[src/rtl/pwb_pkg.sv]
package pwb_pkg;
    typedef enum logic [1:0] {
        PW_IDLE = 2'd0,
        PW_LOAD = 2'd1,
        PW_PROG = 2'd2
    } pw_state_e;
endpackage

[src/rtl/pwb_latch.sv]
// Page latch: byte slots, loaded mask and wrapping fill pointer.
module pwb_latch #(
    parameter int PAGE_W = 4,
    parameter int DATA_W = 8
) (
    input  logic                           clk,
    input  logic                           rst_n,
    input  logic                           clr,
    input  logic [PAGE_W-1:0]              ptr_init,
    input  logic                           wr_en,
    input  logic [DATA_W-1:0]              wr_data,
    input  logic [PAGE_W-1:0]              rd_idx,
    output logic [DATA_W-1:0]              rd_data,
    output logic [(1<<PAGE_W)-1:0]         mask
);
    localparam int SLOTS = 1 << PAGE_W;

    typedef struct packed {
        logic [SLOTS-1:0][DATA_W-1:0] slot;
        logic [SLOTS-1:0]             mask;
        logic [PAGE_W-1:0]            ptr;
    } lat_t;

    lat_t lat_d, lat_q;
    logic [SLOTS-1:0] hit;

    // one-hot decode of the fill pointer, one select per slot
    for (genvar g = 0; g < SLOTS; g++) begin : g_hit
        assign hit[g] = wr_en && (lat_q.ptr == PAGE_W'(g));
    end

    always_comb begin
        lat_d = lat_q;
        if (clr) begin
            lat_d.mask = '0;
            lat_d.ptr  = ptr_init;
        end else begin
            for (int i = 0; i < SLOTS; i++) begin
                if (hit[i]) begin
                    lat_d.slot[i] = wr_data;
                    lat_d.mask[i] = 1'b1;
                end
            end
            if (wr_en) begin
                lat_d.ptr = lat_q.ptr + PAGE_W'(1);
            end
        end
    end

    always_ff @(posedge clk or negedge rst_n) begin
        if (!rst_n) begin
            lat_q <= '0;
        end else begin
            lat_q <= lat_d;
        end
    end

    assign rd_data = lat_q.slot[rd_idx];
    assign mask    = lat_q.mask;
endmodule

[src/rtl/pwb_timer.sv]
// Program-cycle timer: runs CYCLE_CLKS clocks after a start pulse.
module pwb_timer #(
    parameter int CYCLE_CLKS = 500000
) (
    input  logic clk,
    input  logic rst_n,
    input  logic start,
    output logic running,
    output logic last
);
    localparam int CW = (CYCLE_CLKS > 1) ? $clog2(CYCLE_CLKS) : 1;
    localparam logic [CW-1:0] LAST_CNT = CW'(CYCLE_CLKS - 1);

    typedef struct packed {
        logic          run;
        logic [CW-1:0] cnt;
    } tmr_t;

    tmr_t tmr_d, tmr_q;

    always_comb begin
        tmr_d = tmr_q;
        if (start) begin
            tmr_d.run = 1'b1;
            tmr_d.cnt = '0;
        end else if (tmr_q.run) begin
            if (tmr_q.cnt == LAST_CNT) begin
                tmr_d.run = 1'b0;
            end else begin
                tmr_d.cnt = tmr_q.cnt + CW'(1);
            end
        end
    end

    always_ff @(posedge clk or negedge rst_n) begin
        if (!rst_n) begin
            tmr_q <= '0;
        end else begin
            tmr_q <= tmr_d;
        end
    end

    assign running = tmr_q.run;
    assign last    = tmr_q.run && (tmr_q.cnt == LAST_CNT);
endmodule

[src/rtl/pwb_ctrl.sv]
// Page write collector and program-cycle controller (top).
// CYCLE_CLKS must be at least 2**PAGE_W so the write-back scan fits.
module pwb_ctrl #(
    parameter int ADDR_W     = 10,
    parameter int PAGE_W     = 4,
    parameter int DATA_W     = 8,
    parameter int CYCLE_CLKS = 500000
) (
    input  logic              clk,
    input  logic              rst_n,
    input  logic              wel,
    input  logic              cmd_start,
    input  logic [ADDR_W-1:0] cmd_addr,
    input  logic              byte_stb,
    input  logic [DATA_W-1:0] byte_dat,
    input  logic              byte_aligned,
    input  logic              cs_rise,
    output logic              mem_we,
    output logic [ADDR_W-1:0] mem_addr,
    output logic [DATA_W-1:0] mem_wdata,
    output logic              busy,
    output logic              done
);
    import pwb_pkg::*;

    localparam int SLOTS = 1 << PAGE_W;
    localparam int BW    = ADDR_W - PAGE_W;
    localparam int SW    = PAGE_W + 1;

    typedef struct packed {
        pw_state_e   st;
        logic [BW-1:0] base;
        logic [SW-1:0] scan;
        logic          done;
    } ctl_t;

    ctl_t ctl_d, ctl_q;

    logic              lat_clr;
    logic              lat_wr;
    logic [SLOTS-1:0]  lat_mask;
    logic [DATA_W-1:0] lat_rd;
    logic              tmr_start;
    logic              tmr_run;
    logic              tmr_last;

    pwb_latch #(
        .PAGE_W (PAGE_W),
        .DATA_W (DATA_W)
    ) u_latch (
        .clk      (clk),
        .rst_n    (rst_n),
        .clr      (lat_clr),
        .ptr_init (cmd_addr[PAGE_W-1:0]),
        .wr_en    (lat_wr),
        .wr_data  (byte_dat),
        .rd_idx   (ctl_q.scan[PAGE_W-1:0]),
        .rd_data  (lat_rd),
        .mask     (lat_mask)
    );

    pwb_timer #(
        .CYCLE_CLKS (CYCLE_CLKS)
    ) u_timer (
        .clk     (clk),
        .rst_n   (rst_n),
        .start   (tmr_start),
        .running (tmr_run),
        .last    (tmr_last)
    );

    always_comb begin
        ctl_d      = ctl_q;
        ctl_d.done = 1'b0;
        lat_clr    = 1'b0;
        lat_wr     = 1'b0;
        tmr_start  = 1'b0;
        unique case (ctl_q.st)
            PW_IDLE: begin
                if (cmd_start && wel) begin
                    ctl_d.st   = PW_LOAD;
                    ctl_d.base = cmd_addr[ADDR_W-1:PAGE_W];
                    lat_clr    = 1'b1;
                end
            end
            PW_LOAD: begin
                // chip select closes the command; a strobe in the same clock is dropped
                if (cs_rise) begin
                    if (byte_aligned && (|lat_mask)) begin
                        ctl_d.st   = PW_PROG;
                        ctl_d.scan = '0;
                        tmr_start  = 1'b1;
                    end else begin
                        ctl_d.st = PW_IDLE;
                    end
                end else if (byte_stb) begin
                    lat_wr = 1'b1;
                end
            end
            PW_PROG: begin
                if (!ctl_q.scan[PAGE_W]) begin
                    ctl_d.scan = ctl_q.scan + SW'(1);
                end
                if (tmr_last) begin
                    ctl_d.st   = PW_IDLE;
                    ctl_d.done = 1'b1;
                end
            end
            default: begin
                ctl_d.st = PW_IDLE;
            end
        endcase
    end

    always_ff @(posedge clk or negedge rst_n) begin
        if (!rst_n) begin
            ctl_q <= '{st: PW_IDLE, base: '0, scan: '0, done: 1'b0};
        end else begin
            ctl_q <= ctl_d;
        end
    end

    assign busy      = (ctl_q.st == PW_PROG) && tmr_run;
    assign done      = ctl_q.done;
    assign mem_we    = busy && !ctl_q.scan[PAGE_W] && lat_mask[ctl_q.scan[PAGE_W-1:0]];
    assign mem_addr  = {ctl_q.base, ctl_q.scan[PAGE_W-1:0]};
    assign mem_wdata = lat_rd;
endmodule

[config.mk]
export PLATFORM = sky130hd
export DESIGN_NAME = pwb_ctrl
export DESIGN_NICKNAME = d
export VERILOG_FILES = /design/src/rtl/pwb_pkg.sv /design/src/rtl/pwb_latch.sv /design/src/rtl/pwb_timer.sv /design/src/rtl/pwb_ctrl.sv
export SDC_FILE = /design/constraint.sdc
export NUM_CORES = 1
export LEC_CHECK = 0
export BUFFER_PORTS_ARGS = -buffer_cell sky130_fd_sc_hd__buf_4
export CAP_MARGIN = 20
export CORE_MARGIN = 1
export CORE_UTILIZATION = 61
export DETAILED_ROUTE_END_ITERATION = 7
export GPL_TIMING_DRIVEN = 0
export PLACE_DENSITY = 0.78
export SLEW_MARGIN = 20
export SYNTH_ARGS = -nofsm -noshare
export SYNTH_HDL_FRONTEND = slang
export SYNTH_SLANG_ARGS = --single-unit
[constraint.sdc]
create_clock -name clk -period 2.7 [get_ports clk]
set_clock_uncertainty 0.05 [all_clocks]
set_input_delay 0.405 -clock clk [delete_from_list [all_inputs] [get_ports clk]]
set_output_delay 0.405 -clock clk [all_outputs]
set_load 0.02 [all_outputs]
==> metrics.md <==
| Metric | Value |
|---|---|
| Antenna-violating nets left | 0 |
| Total Power | 0.01085 W |
| Port Buffer Count | 45 |
| Vias in the first global route | 5,824 |
| Cell Chain, Critical Path | buf_6 > mux4_2 > mux4_2 > and3_4 > buf_6 |
| Final Max Slew Viols | 0 |
| Hold Slack | 0.1560 ns |
| Crit path kind | reg -> out |
| DIE WIDTH | 121.5 um |
| Crit path largest cell delay | 0.52 ns |
| Clock slew at reported path FFs | 0.06 ns |
| Crit path DAT | 2.26 ns |
| CTS max path bufs | 2 |
| Final min period | 2.712 ns |
| Die area | 0.01475 sq mm |
| Worst-Skew Late Latency | 0.43 ns |
| Top cells by area, synth | dfrtp_1, mux2_2, mux2i_1 |
| TritonCTS clock tree | yes |
| FP Rows | 43 |
| Gpl congestion | 0.8414 |
| Post-synth EDFFs | 0 |
| CP max-delay cell | mux4_2 |
| Total CTS buffers | 17 |
| Total track usage | 28.25% |
| Net count after synthesis | 700 |
| Post-synthesis async set-or-reset flop share | 100.0% |
| Routed vias/inst | 6.221 |
| Yosys warns | 0 |
| Layout cells sized above 1 | 38.10% |
| Worst slew pin tran | 0.6400 ns |
| Syn_area_per_cell | 13.01 sq um |
| Worst Path Buf+Inv | 2 |
| Fill cell count | 883 |
| Most used DFF post-synth | dfrtp_1 |
| Total Wirelength | 19,220 um |
| Routed wire per std cell | 20.71 um |
| CP endpoint kind | primary output |
| Hold crit path type | in -> reg |
| Initial core utilization | 62.71% |
| WP data required | 2.25 ns |
| CP Launch Type | register |
| Status | finished with violations |
| Top cell type's share of synthesized area | 52.32% |
| Cell variety after synth | 54 |
| Crit-path max FO | 7 |
| P per Cell Area | 1080 mW/mm^2 |
| Max-cap violations | 0 |
| Levels on crit path | 5 |
| Final worst slack | -0.01173 ns |
| Cell accounting for the most synthesized area | dfrtp_1 |
| Area Overhead vs Synth | 15.42% |
| Core area | 0.01388 sq mm |
| GRT overflow | 0 |
| FF+latch count, synth | 182 |
| Final worst path period share | 100.4% |
| DRT iter0 DRCs | 467 |
| Pleak | 4.805 nW |
| DR pass1 iterations | 6 |
| Die height | 121.5 um |
| Total inserted antenna cells | 0 |
| Worst vdd ir | 0.7964 mV |
| Register area share after synthesis | 52.32% |
| Hold Path Cell Cnt | 2 |
| Mapped cell area | 0.008705 sq mm |
| Slew headroom | 57.24% |
| Failing checks | setup timing |
| Reg2reg path depth | 5 |
| Syn Inst Count | 669 |
| Fmax | 368.8 MHz |
| Endpoints failing hold | 0 |
| Clock root cell | clkbuf_16 |
| Maximum number of pins on one net before global-route repair | 109 |
| H-tree depth | 4 |
| # clock sinks | 182 |
| CP top delay family | multiplexers |
| Top Ports | 46 |
| Final net count | 768 |
| Global-route wire length before repair | 30,890 um |
| Cell with the most instances after synthesis | dfrtp_1 |
| RSZ-0062 raised after global routing | true |
| Final setup fails | 1 |
| DPL Wire Length | 13,140 um |
| Commonest cells in the netlist | dfrtp_1, mux2_2, nand2_1, mux2i_1, o21ai_0 |
| DRC Markers | 0 |
| Total vias in the final route | 5,773 |
| Initial antenna violation count | 0 |
kinds of logic (layout without fill, tap and decap cells):
family	Yosys count	count (layout)	synth area share (%)
xor+xnor	5	5	0.5032
fa+ha+maj	6	6	0.8624
mux	197	197	27.77
buf+inv	60	139	3.421
flops	182	182	52.32
compound gates	91	91	6.885
simple gates	128	128	8.236
cells in the final DEF (no fill, tap or decap), drive strengths merged, types with 2 or more instances in the layout:
cell type,count
dfrtp,182
mux2,134
buf,76
nand2,57
clkbuf,43
mux2i,42
o21ai,25
mux4,21
a221oi,16
a21oi,15
nor2,12
inv,9
a22oi,8
o21bai,6
nand4,6
ha,6
and3,6
clkinv,6
and2,6
nor4,5
and4,5
nor3,5
nand3,5
a31oi,5
a211oi,4
a21o,4
nor3b,4
clkinvlp,3
xor2,3
o31ai,3
or4,3
or3,3
nand3b,2
or2,2
xnor2,2
worst register-to-register path: cells and delay by family, from the launching register on:
family / cells / cell delay [ns]
AND/OR/NAND/NOR: 3 / 0.89
multiplexers: 1 / 0.36
buffers and inverters: 1 / 0.19
flip-flops: 1 / 0.45
registers in the layout, summed over array words and instances, names as in the netlist:
signal           flops
u_timer.running      1
u_latch.mask        16
done                 1
ctl_q                3
mem_addr            10
u_latch.lat_q      132
u_timer.tmr_q       19
layout make-up:
class / count / area (sq um) / area share (%)
plain buffers: 50 / 332.8 / 3.313
clock buffers: 20 / 436.7 / 4.346
clock inverters: 10 / 102.6 / 1.021
inverters: 9 / 37.54 / 0.3736
multi-input cells: 427 / 3929 / 39.10
flip-flops and latches: 182 / 4557 / 45.36
well taps: 180 / 225.2 / 2.242
repair buffers: 50 / 426.7 / 4.247
report_power, final:
part / total [W] / internal (W) / switching (W)
Sequential: 0.00431 / 0.00366 / 0.000650
Clock: 0.00230 / 0.00127 / 0.00103
Combinational: 0.00424 / 0.00208 / 0.00216
Total: 0.0109 / 0.00701 / 0.00384
final timing paths:
kind	start	endpoint	slack [ns]
setup / recovery	mem_addr[1]	mem_we	-0.01
hold / removal	cmd_addr[4]	mem_addr[4]	0.16
setup reg to reg	ctl_q[13]	u_latch.lat_q[26]	0.64
hold reg to reg	u_latch.lat_q[67]	u_latch.lat_q[67]	0.45
max in group asynchronous	rst_n	u_latch.lat_q[42]	1.21
min in group asynchronous	rst_n	mem_addr[6]	0.48
repair_timing:
item	4_1_cts	5_1_grt
hold buffers	1	0
pin swaps	1	0
endpoints found under the setup margin	9	9
endpoints found under the hold margin	74	0
gates resized for setup	37	11
buffers inserted	2	0
gates cloned	0	1
routing by layer:
layer  routed length [um]  up-vias  GRT usage [%]
met1                 8174     2953          37.14
met4                  531        0          9.568
met5                    0        -              0
li1                     -     2595              -
met2                 9596      191          46.73
met3                  915       34          5.780
per-stage QoR:
step           utilization [%]  worst slack [ns]  TNS [ns]  instances  cell area (sq um)
5_1_grt                  72.38          -0.07918   -0.4792        928              10050
4_1_cts                  71.79          -0.02717  -0.06453        927               9965
2_1_floorplan                -            0.5085         0        669               8705
6_report                 72.38          -0.01173  -0.01173        928              10050
3_5_place_dp             67.02          -0.08017   -0.3491        895               9303
3_3_place_gp             66.77          -0.06857   -0.2734        894               9268
Note: power is estimated with default switching activity, not from simulation.
